`src/rtl/iaddr_seq_pkg.sv`:
```
package iaddr_seq_pkg;
    typedef enum logic [1:0] {
        OP_SEQ  = 2'b00,
        OP_JUMP = 2'b01,
        OP_CALL = 2'b10,
        OP_RET  = 2'b11
    } step_op_e;

    typedef enum logic [1:0] {
        NEST_EMPTY = 2'b00,
        NEST_HELD  = 2'b01,
        NEST_HANG  = 2'b10
    } nest_state_e;
endpackage

```
`src/rtl/iaddr_nest_fsm.sv`:
```
module iaddr_nest_fsm
    import iaddr_seq_pkg::*;
(
    input  logic     clk,
    input  logic     rst_n,
    input  logic     step,
    input  step_op_e op,
    output logic     depth,
    output logic     hang_pulse,
    output logic     take_call,
    output logic     take_ret,
    output logic     trip,
    output logic     run
);
    nest_state_e state_q, state_d;

    always_ff @(posedge clk) begin
        if (!rst_n) state_q <= NEST_EMPTY;
        else        state_q <= state_d;
    end

    always_comb begin
        state_d = state_q;
        unique case (state_q)
            NEST_EMPTY: begin
                if (step && op == OP_CALL)     state_d = NEST_HELD;
                else if (step && op == OP_RET) state_d = NEST_HANG;
            end
            NEST_HELD: begin
                if (step && op == OP_RET)       state_d = NEST_EMPTY;
                else if (step && op == OP_CALL) state_d = NEST_HANG;
            end
            NEST_HANG: state_d = NEST_EMPTY;
            default:   state_d = NEST_EMPTY;
        endcase
    end

    always_comb begin
        depth      = 1'b0;
        hang_pulse = 1'b0;
        take_call  = 1'b0;
        take_ret   = 1'b0;
        trip       = 1'b0;
        run        = 1'b0;
        unique case (state_q)
            NEST_EMPTY: begin
                run       = step;
                take_call = step && op == OP_CALL;
                trip      = step && op == OP_RET;
            end
            NEST_HELD: begin
                depth     = 1'b1;
                run       = step;
                take_ret  = step && op == OP_RET;
                trip      = step && op == OP_CALL;
            end
            NEST_HANG: hang_pulse = 1'b1;
            default:   hang_pulse = 1'b0;
        endcase
    end


    hang_single_chk: assert property (@(posedge clk) disable iff (!rst_n)
        hang_pulse |=> !hang_pulse);


    trip_raises_chk: assert property (@(posedge clk) disable iff (!rst_n)
        trip |=> (hang_pulse && !depth));


    call_nests_chk: assert property (@(posedge clk) disable iff (!rst_n)
        take_call |=> (depth && !hang_pulse));
endmodule

```
`src/rtl/iaddr_next.sv`:
```
module iaddr_next
    import iaddr_seq_pkg::*;
#(
    parameter int AW = 11,
    parameter int LW = 2
) (
    input  logic [AW-1:0] pc_cur,
    input  logic [LW-1:0] ilen,
    input  logic [AW-1:0] target,
    input  logic [AW-1:0] ret_addr,
    input  step_op_e      op,
    input  logic          run,
    input  logic          trip,
    output logic [AW-1:0] seq_addr,
    output logic [AW-1:0] pc_nxt
);
    localparam logic [AW-1:0] PC_ZERO = '0;

    assign seq_addr = pc_cur + AW'(ilen);

    always_comb begin
        pc_nxt = pc_cur;
        if (trip) begin
            pc_nxt = PC_ZERO;
        end else if (run) begin
            unique case (op)
                OP_SEQ:  pc_nxt = seq_addr;
                OP_JUMP: pc_nxt = target;
                OP_CALL: pc_nxt = target;
                OP_RET:  pc_nxt = ret_addr;
                default: pc_nxt = pc_cur;
            endcase
        end
    end
endmodule

```
`src/rtl/iaddr_ret_store.sv`:
```
module iaddr_ret_store #(
    parameter int AW = 11,
    parameter int MW = 8
) (
    input  logic          clk,
    input  logic          save_en,
    input  logic [AW-1:0] save_val,
    input  logic          dm_we,
    input  logic [MW-1:0] dm_wdata,
    output logic [AW-1:0] ret_q,
    output logic [MW-1:0] dm_rdata
);
    localparam int HW = AW - MW;

    always_ff @(posedge clk) begin
        if (save_en)    ret_q[MW-1:0] <= save_val[MW-1:0];
        else if (dm_we) ret_q[MW-1:0] <= dm_wdata;
    end

    generate
        if (HW > 0) begin : g_upper
            always_ff @(posedge clk) begin
                if (save_en) ret_q[AW-1:MW] <= save_val[AW-1:MW];
            end
        end
    endgenerate

    assign dm_rdata = ret_q[MW-1:0];


    save_wins_chk: assert property (@(posedge clk)
        (save_en && dm_we) |=> (dm_rdata == $past(save_val[MW-1:0])));
endmodule

```
`src/rtl/iaddr_seq.sv`:
```
module iaddr_seq
    import iaddr_seq_pkg::*;
#(
    parameter int AW = 11,
    parameter int LW = 2
) (
    input  logic          clk,
    input  logic          rst_n,
    input  logic          step,
    input  logic [1:0]    op,
    input  logic [LW-1:0] ilen,
    input  logic [AW-1:0] target,
    input  logic          dm_we,
    input  logic [7:0]    dm_wdata,
    output logic [7:0]    dm_rdata,
    output logic [AW-1:0] pc,
    output logic          depth,
    output logic          hang_rst
);
    localparam int MW = 8;

    step_op_e      op_e;
    logic          take_call, take_ret, trip, run;
    logic [AW-1:0] pc_q, pc_nxt, seq_addr, ret_q;

    assign op_e = step_op_e'(op);

    iaddr_nest_fsm u_fsm (
        .clk        (clk),
        .rst_n      (rst_n),
        .step       (step),
        .op         (op_e),
        .depth      (depth),
        .hang_pulse (hang_rst),
        .take_call  (take_call),
        .take_ret   (take_ret),
        .trip       (trip),
        .run        (run)
    );

    iaddr_next #(.AW(AW), .LW(LW)) u_next (
        .pc_cur   (pc_q),
        .ilen     (ilen),
        .target   (target),
        .ret_addr (ret_q),
        .op       (op_e),
        .run      (run),
        .trip     (trip),
        .seq_addr (seq_addr),
        .pc_nxt   (pc_nxt)
    );

    iaddr_ret_store #(.AW(AW), .MW(MW)) u_ret (
        .clk      (clk),
        .save_en  (take_call),
        .save_val (seq_addr),
        .dm_we    (dm_we),
        .dm_wdata (dm_wdata),
        .ret_q    (ret_q),
        .dm_rdata (dm_rdata)
    );

    always_ff @(posedge clk) begin
        if (!rst_n) pc_q <= '0;
        else        pc_q <= pc_nxt;
    end

    assign pc = pc_q;


    seq_adv_chk: assert property (@(posedge clk) disable iff (!rst_n)
        (step && op == 2'b00 && !hang_rst) |=> (pc == $past(pc) + AW'($past(ilen))));


    jump_load_chk: assert property (@(posedge clk) disable iff (!rst_n)
        (step && op == 2'b01 && !hang_rst) |=> (pc == $past(target)));


    ret_restore_chk: assert property (@(posedge clk) disable iff (!rst_n)
        (step && op == 2'b11 && depth) |=> (pc == $past(ret_q) && !depth));


    hang_zero_chk: assert property (@(posedge clk) disable iff (!rst_n)
        hang_rst |-> (pc == '0 && !depth));


    idle_hold_chk: assert property (@(posedge clk) disable iff (!rst_n)
        (!step && !hang_rst) |=> ($stable(pc) && $stable(depth)));
endmodule

```
`config.mk`:
```
export PLATFORM = sky130hd
export DESIGN_NAME = iaddr_seq
export DESIGN_NICKNAME = d
export VERILOG_FILES = /design/src/rtl/iaddr_seq_pkg.sv /design/src/rtl/iaddr_nest_fsm.sv /design/src/rtl/iaddr_next.sv /design/src/rtl/iaddr_ret_store.sv /design/src/rtl/iaddr_seq.sv
export SDC_FILE = /design/constraint.sdc
export NUM_CORES = 1
export LEC_CHECK = 0
export BUFFER_PORTS_ARGS = -buffer_cell sky130_fd_sc_hd__buf_2
export CAP_MARGIN = 5
export CORE_MARGIN = 5
export CORE_UTILIZATION = 30
export CTS_BUF_LIST = sky130_fd_sc_hd__clkbuf_8 sky130_fd_sc_hd__clkbuf_16
export DETAILED_ROUTE_END_ITERATION = 10
export GPL_TIMING_DRIVEN = 0
export SKIP_LAST_GASP = 1
export SYNTH_ARGS = -nofsm -noshare
export SYNTH_HDL_FRONTEND = slang
export SYNTH_HIERARCHICAL = 1
export SYNTH_SLANG_ARGS = --single-unit
```
`constraint.sdc`:
```
create_clock -name clk -period 3.4 [get_ports clk]
set_clock_uncertainty 0.1 [all_clocks]
set_input_delay 0.51 -clock clk [delete_from_list [all_inputs] [get_ports clk]]
set_output_delay 0.51 -clock clk [all_outputs]
set_load 0.02 [all_outputs]
```
Yosys cells after proc, flatten, opt, wreduce, memory -nomap -nowiden:

Index checks and enable logic that the tools add are counted.

* word-level logic and storage cells: 35
* output and inout port bits: 21
* register bits: 24

* equal/unequal tests: 7
* bitwise logic cells: 1
* muxes and demuxes: 13
* reduce and logical (&&, ||, !) cells: 9
* add/subtract/negate cells: 1

Operators by type and width (count)
* $pmux 11 s3: 1
* $mux 8: 2
* $add 11x2->11: 1
* $mux 2: 4
* $eq 2x2->1 const B: 3
* $ne 3x1->1 const B: 2
* $reduce_or 2->1: 3
* $eq 2x1->1 const B: 2
* $logic_not 2->1: 2
* $mux 1: 4
* $pmux 2 s2: 1
* $logic_and 1x1->1: 2
* $pmux 1 s2: 1
* $reduce_and 2->1: 1
* $reduce_bool 2->1: 1
* $not 1->1: 1

Longest topological paths before layout:

Gate-level depths: netlist (run 1).

* depth in word-level cells: 5
* gate-level depth with buffers: 8
* mapped depth without buffers: 7

Hierarchy:

Netlist (run 1), hierarchy kept.

Modules (own cells, without submodules)
* iaddr_next: cells an instance 102, area an instance 694.4 um2, times used 1, seq. area each 0.0 um2
* iaddr_ret_store: cells an instance 29, area an instance 528.0 um2, times used 1, seq. area each 330.3 um2
* iaddr_seq: cells an instance 23, area an instance 300.3 um2, times used 1, seq. area each 220.2 um2
* iaddr_nest_fsm: cells an instance 16, area an instance 132.6 um2, times used 1, seq. area each 40.0 um2

Least setup slack after synthesis (run 1):

OpenSTA, ideal clock, no wires.

* kind: input to register
* start point: input port ilen[0]
* end point: register pc_q[8], in the netlist pc[8]
* data arrival time: 2090 ps
* setup time: 59 ps
* stages: 7
* path buffers: 0
* path slack: 1151 ps
* data required time: 3241 ps
* cell sequence: ha_1 -> fa_1 -> and4_4 -> and4_2 -> o21a_1 -> o32ai_1 -> and2_1

* cells in the longest elaborated chain, start to end: 2

Ends and longest elaborated chain
* start: declaration: RTL line iaddr_seq.sv:11 `input logic [LW-1:0] ilen,`
* $add 11x2->11: RTL line iaddr_next.sv:19 `assign seq_addr = pc_cur + AW'(ilen);`
* $pmux 11 s3: RTL line iaddr_next.sv:26 `unique case (op)`
* end signal: assignment: RTL line iaddr_seq.sv:65 `else pc_q <= pc_nxt;`
* end: declaration: RTL line iaddr_seq.sv:24 `logic [AW-1:0] pc_q, pc_nxt, seq_addr, ret_q;`

Every way passes these cells.
A chain may end at the register's enable or synchronous reset.

Worst setup path in the final report (run 1):

Same ends and word-level chain as after synthesis.

==> flow_metrics.py, run 1 <==
metrics = {
    "final_layout": {
        "drive_gt1_share_pct": 34.2,
        "final_cell_mix": "buf_2 (47), dfxtp_1 (13), and2_1 (11), nor2_1 (11), edfxtp_1 (11)",
        "utilization_pct": 37.3,
        "nets": 252,
        "mostFrequentLayoutCell": "buf_2",
        "area_delta_synth_final_pct": 22.5,
        "antennaDiodeCount": 0,
    },
    "drt": {
        "drt_wl_total_mm": 4.11,
        "vias": 1394,
        "drt-pass1-iter-count": 4,
        "drt_iter0_drc": 115,
        "route.detailed.drc": 0,
        "routedWlPerCell_um": 14.1,
        "viasPerCell": 4.79,
        "ant_nets": 0,
    },
    "worst_setup_path": {
        "critPathMaxFanout": 5,
        "critPathLaunchType": "input port",
        "required_ns": 3.51,
        "cp.arrival_ns": 2.35,
        "path_buf_inv": 1,
        "end_kind": "register",
        "crit_slowest_cell": "fa_1",
        "critPathKind": "input port to register",
        "cp_top_family": "adder cells",
        "slowest_delay_ns": 0.46,
        "path_cells": "buf_2 > ha_1 > fa_1 > and4_4 > and4_2 > o21a_1 > o32ai_1 > and2_1",
    },
    "place": {
        "port_buffers": 47,
        "dp_hpwl_mm": 3.34,
        "place.gp.congestion": 0.838,
    },
    "pwr": {
        "leakage_nw": 0.874,
        "p_clk_share_pct": 24.0,
        "power_frac_comb_pct": 26.9,
        "vdd_drop_max_mv": 0.130,
        "p_int_mw": 0.489,
        "p_switching_mw": 0.205,
        "swShare_pct": 29.5,
        "seqPwrFrac_pct": 49.2,
        "power_density_nw_per_um2": 344,
    },
    "yosys": {
        "synth-warning-count": 6,
        "synthesis.instances": 168,
        "synth_nets": 200,
        "avgSynthCellArea_um2": 9.81,
        "syn_area_um2": 1650,
    },
    "sta": {
        "period_minus_slack_ns": 2.24,
        "relSlewSlack_pct": 61.7,
        "rsz0062_at_grt": "no",
        "tightest_slew_ns": 0.570,
        "setup_violations": 0,
        "max_freq_mhz": 446,
        "finalHoldViolations": 0,
        "drv_slew": 0,
        "fin_tns_setup_ns": 0,
        "period_share_pct": 66.0,
    },
    "grt": {
        "track_usage_pct": 11.3,
        "grt.overflow.total": 0,
        "antenna_found_initial": 0,
        "grt_max_degree": 14,
        "grt_pass1_wl_mm": 6.56,
        "grt_pass1_vias": 1308,
    },
    "die": {
        "die_h_um": 84.1,
        "io_pins": 48,
        "fp.coreArea_um2": 5410,
        "num_rows": 27,
        "die_width_um": 84.1,
        "die_area_um2": 7080,
        "start_util_pct": 30.5,
    },
    "min_path": {
        "hold_path.class": "input port to register",
    },
    "run_status": {
        "status": "finished, final reports clean",
    },
    "job": {
        "cap_violations": 0,
    },
    "clock_tree": {
        "htreeDepth": 1,
        "root_buffer": "clkbuf_8",
        "ctsHoldBuffers": 0,
        "numCtsBuffers": 3,
        "cts_setup_buffers": 0,
        "clkTransAtPathRegs_ns": 0.08,
        "clkSinkCount": 24,
        "max-clock-path-buffers": 2,
        "cts.repair.resized": 0,
        "cts_tree": "done",
        "worstSkewPairLatency_ns": 0.26,
    },
}
layout make-up:
type	instances	area [um^2]
Fill cell	572	3390
Multi-Input combinational cell	119	918
Sequential cell	24	591
Buffer	17	109
Timing Repair Buffer	47	235
Inverter	8	30.0
Tap cell	72	90.1
Clock buffer	3	41.3
Clock inverter	1	3.75
sequential cells by signal, summed over array words and instances (netlist names):
signal          flops
u_fsm/state_q       2
pc                 11
u_ret/ret_q         3
u_ret/dm_rdata      8
metal layers:
layer	global-route usage [%]	vias to the layer above	routed length [um]
met4	4.24	0	36
met5	0	-	0
met2	17.5	39	1890
met1	16.2	648	2000
met3	0.987	2	183
li1	-	705	-
worst paths after layout:
path	from	end	slack, ns	cells after the start
max	ilen[0]	pc[8]	1.16	8
min	rst_n	u_fsm/state_q[0]	0.42	2
max reg2reg	pc[0]	pc[8]	1.18	7
min reg2reg	u_fsm/state_q[1]	u_fsm/state_q[0]	0.48	2
power groups by stage:
stage | clock network (mW) | logic, mW | registers, mW
after global routing | 0.185 | 0.205 | 0.345
after global placement | 0 | 0.186 | 0.347
final | 0.166 | 0.186 | 0.341
after detailed placement | 0 | 0.188 | 0.348
after floorplan | 0 | 0.106 | 0.365
after CTS | 0.175 | 0.188 | 0.341
stage by stage:
| step | total power, mW | hold slack (ns) | worst slack [ns] | instances | area (um^2) |
|---|---|---|---|---|---|
| after floorplan | 0.471 | 0.422 | 1.15 | 168 | 1650 |
| after global placement | 0.533 | 0.460 | 0.925 | 287 | 1970 |
| after detailed placement | 0.535 | 0.458 | 0.888 | 287 | 1970 |
| after CTS | 0.705 | 0.416 | 1.17 | 291 | 2020 |
| after global routing | 0.735 | 0.424 | 1.05 | 291 | 2020 |
| final | 0.694 | 0.419 | 1.16 | 291 | 2020 |
Note: power is estimated with default switching activity, not from simulation.
==> inputs of run 2 (changes only) <==
==> constraint.sdc (replaced) <==
create_clock -name clk -period 2 [get_ports clk]
set_clock_uncertainty 0.1 [all_clocks]
set_input_delay 0.3 -clock clk [delete_from_list [all_inputs] [get_ports clk]]
set_output_delay 0.3 -clock clk [all_outputs]
set_load 0.02 [all_outputs]
==> run 2 against run 1 <==
- clock-buffer cell count is 1 higher
- cell count rose by 0.69%
- die area stayed put
- via count up 3.7%
- combinational power up 77%
- power increased by 79%
- hold slack got worse by 0.21 ns
- utilization rose by 1.3 points
==> flow_metrics.py, run 2 (synthesized netlist as in run 1, its figures left out) <==
metrics = {
    "run_status": {
        "status": "finished, final reports clean",
    },
    "clock_tree": {
        "max-clock-path-buffers": 2,
        "clkSinkCount": 24,
        "numCtsBuffers": 3,
        "root_buffer": "clkbuf_8",
        "ctsHoldBuffers": 0,
        "clkTransAtPathRegs_ns": 0.08,
        "cts_tree": "done",
        "worstSkewPairLatency_ns": 0.26,
        "htreeDepth": 1,
    },
    "grt": {
        "grt_max_degree": 14,
        "grt_pass1_vias": 1422,
        "grt.overflow.total": 0,
        "antenna_found_initial": 0,
        "grt_pass1_wl_mm": 6.66,
        "track_usage_pct": 11.7,
    },
    "sta": {
        "rsz0062_at_grt": "yes",
        "drv_slew": 0,
        "finalHoldViolations": 0,
        "period_share_pct": 97.6,
        "worst_slack_ns": 0.0488,
        "relSlewSlack_pct": 66.4,
        "period_minus_slack_ns": 1.95,
        "setup_violations": 0,
        "tightest_slew_ns": 0.504,
        "max_freq_mhz": 513,
    },
    "final_layout": {
        "fin_area_um2": 2090,
        "final_cell_mix": "buf_2 (48), dfxtp_1 (12), and2_1 (11), nor2_1 (11), edfxtp_1 (11)",
        "mostFrequentLayoutCell": "buf_2",
        "largest_reg_flops": 11,
        "nFillCells": 568,
        "utilization_pct": 38.7,
        "multi_input_area_um2": 960,
        "seq_area_um2": 594,
        "antennaDiodeCount": 0,
        "drive_gt1_share_pct": 39.4,
        "nets": 254,
        "area_delta_synth_final_pct": 26.9,
    },
    "job": {
        "cap_violations": 0,
    },
    "worst_setup_path": {
        "required_ns": 1.92,
        "critPathKind": "register to register",
        "path_cells": "ha_4 > fa_2 > and4_4 > or3b_4 > buf_4 > xnor2_1",
        "cp.arrival_ns": 1.87,
        "end_kind": "register",
        "crit_slowest_cell": "or3b_4",
        "critPathMaxFanout": 5,
        "slowest_delay_ns": 0.39,
        "critPathLaunchType": "register",
    },
    "die": {
        "io_pins": 48,
        "die_h_um": 84.1,
        "fp.coreArea_um2": 5410,
        "die_width_um": 84.1,
        "start_util_pct": 30.5,
        "die_area_um2": 7080,
        "num_rows": 27,
    },
    "place": {
        "place.gp.congestion": 0.830,
        "port_buffers": 47,
        "placed_area_um2": 1990,
        "pre_cts_ws_ns": -0.152,
        "dp_hpwl_mm": 3.35,
    },
    "drt": {
        "routedWlPerCell_um": 14.5,
        "vias": 1446,
        "ant_nets": 0,
        "drt_wl_total_mm": 4.26,
        "drt_iter0_drc": 110,
        "drt-pass1-iter-count": 4,
        "viasPerCell": 4.94,
        "route.detailed.drc": 0,
    },
    "pwr": {
        "power_density_nw_per_um2": 593,
        "leakage_nw": 0.897,
        "vdd_drop_max_mv": 0.236,
    },
    "min_path": {
        "hold_path.class": "input port to register",
    },
}
-- run 2: cell type report --
class / count / area share [%]
multi-input combinational: 119 / 45.9
sequential: 24 / 28.4
timing repair buffer: 49 / 12.0
buffer: 17 / 5.33
tap: 72 / 4.31
clock buffer: 4 / 2.63
inverter: 8 / 1.44
-- run 2: what timing repair did --
item | in CTS | in global routing
resized for setup | 2 | 6
hold endpoints to repair | 0 | 0
gates cloned | 0 | 0
pin swaps | 1 | 0
buffers inserted | 1 | 1
setup endpoints to repair | 19 | 17
-- run 2: through the flow --
stage	total power [mW]	TNS, ns	hold WS, ns	cells
after floorplan	0.804	0	0.327	168
after global placement	0.912	-2.10	0.457	287
after detailed placement	0.914	-2.21	0.459	287
after CTS	1.25	0	0.213	292
after global routing	1.30	-0.0687	0.224	293
final	1.24	0	0.211	293
-- run 2: path summary, 6_finish.rpt --
path / from / endpoint / slack [ns] / cells after the start
min: rst_n / u_fsm/state_q[0] / 0.21 / 2
min reg2reg: u_fsm/state_q[1] / u_fsm/state_q[0] / 0.48 / 2
max reg2reg: pc[0] / u_ret/ret_q[10] / 0.05 / 6
max: pc[0] / u_ret/ret_q[10] / 0.05 / 6
-- run 2: power breakdown --
group | switching [mW] | leakage (nW) | internal (mW)
combinational | 0.176 | 0.653 | 0.152
sequential | 0.0317 | 0.215 | 0.548
clock | 0.155 | 0.0288 | 0.176
-- run 2: worst max-delay path, delay by kind of cell, from the launching register on --
family | cells | cell delay [ns]
buf+inv | 1 | 0.14
flops | 1 | 0.37
xor+xnor | 1 | 0.11
simple gates | 2 | 0.65
fa+ha+maj | 2 | 0.33
-- run 2: layer usage --
layer	GRT usage (%)	routed length, um
met2	19.5	1970
met5	0	0
met4	5.41	78
met1	14.5	1870
met3	1.97	345
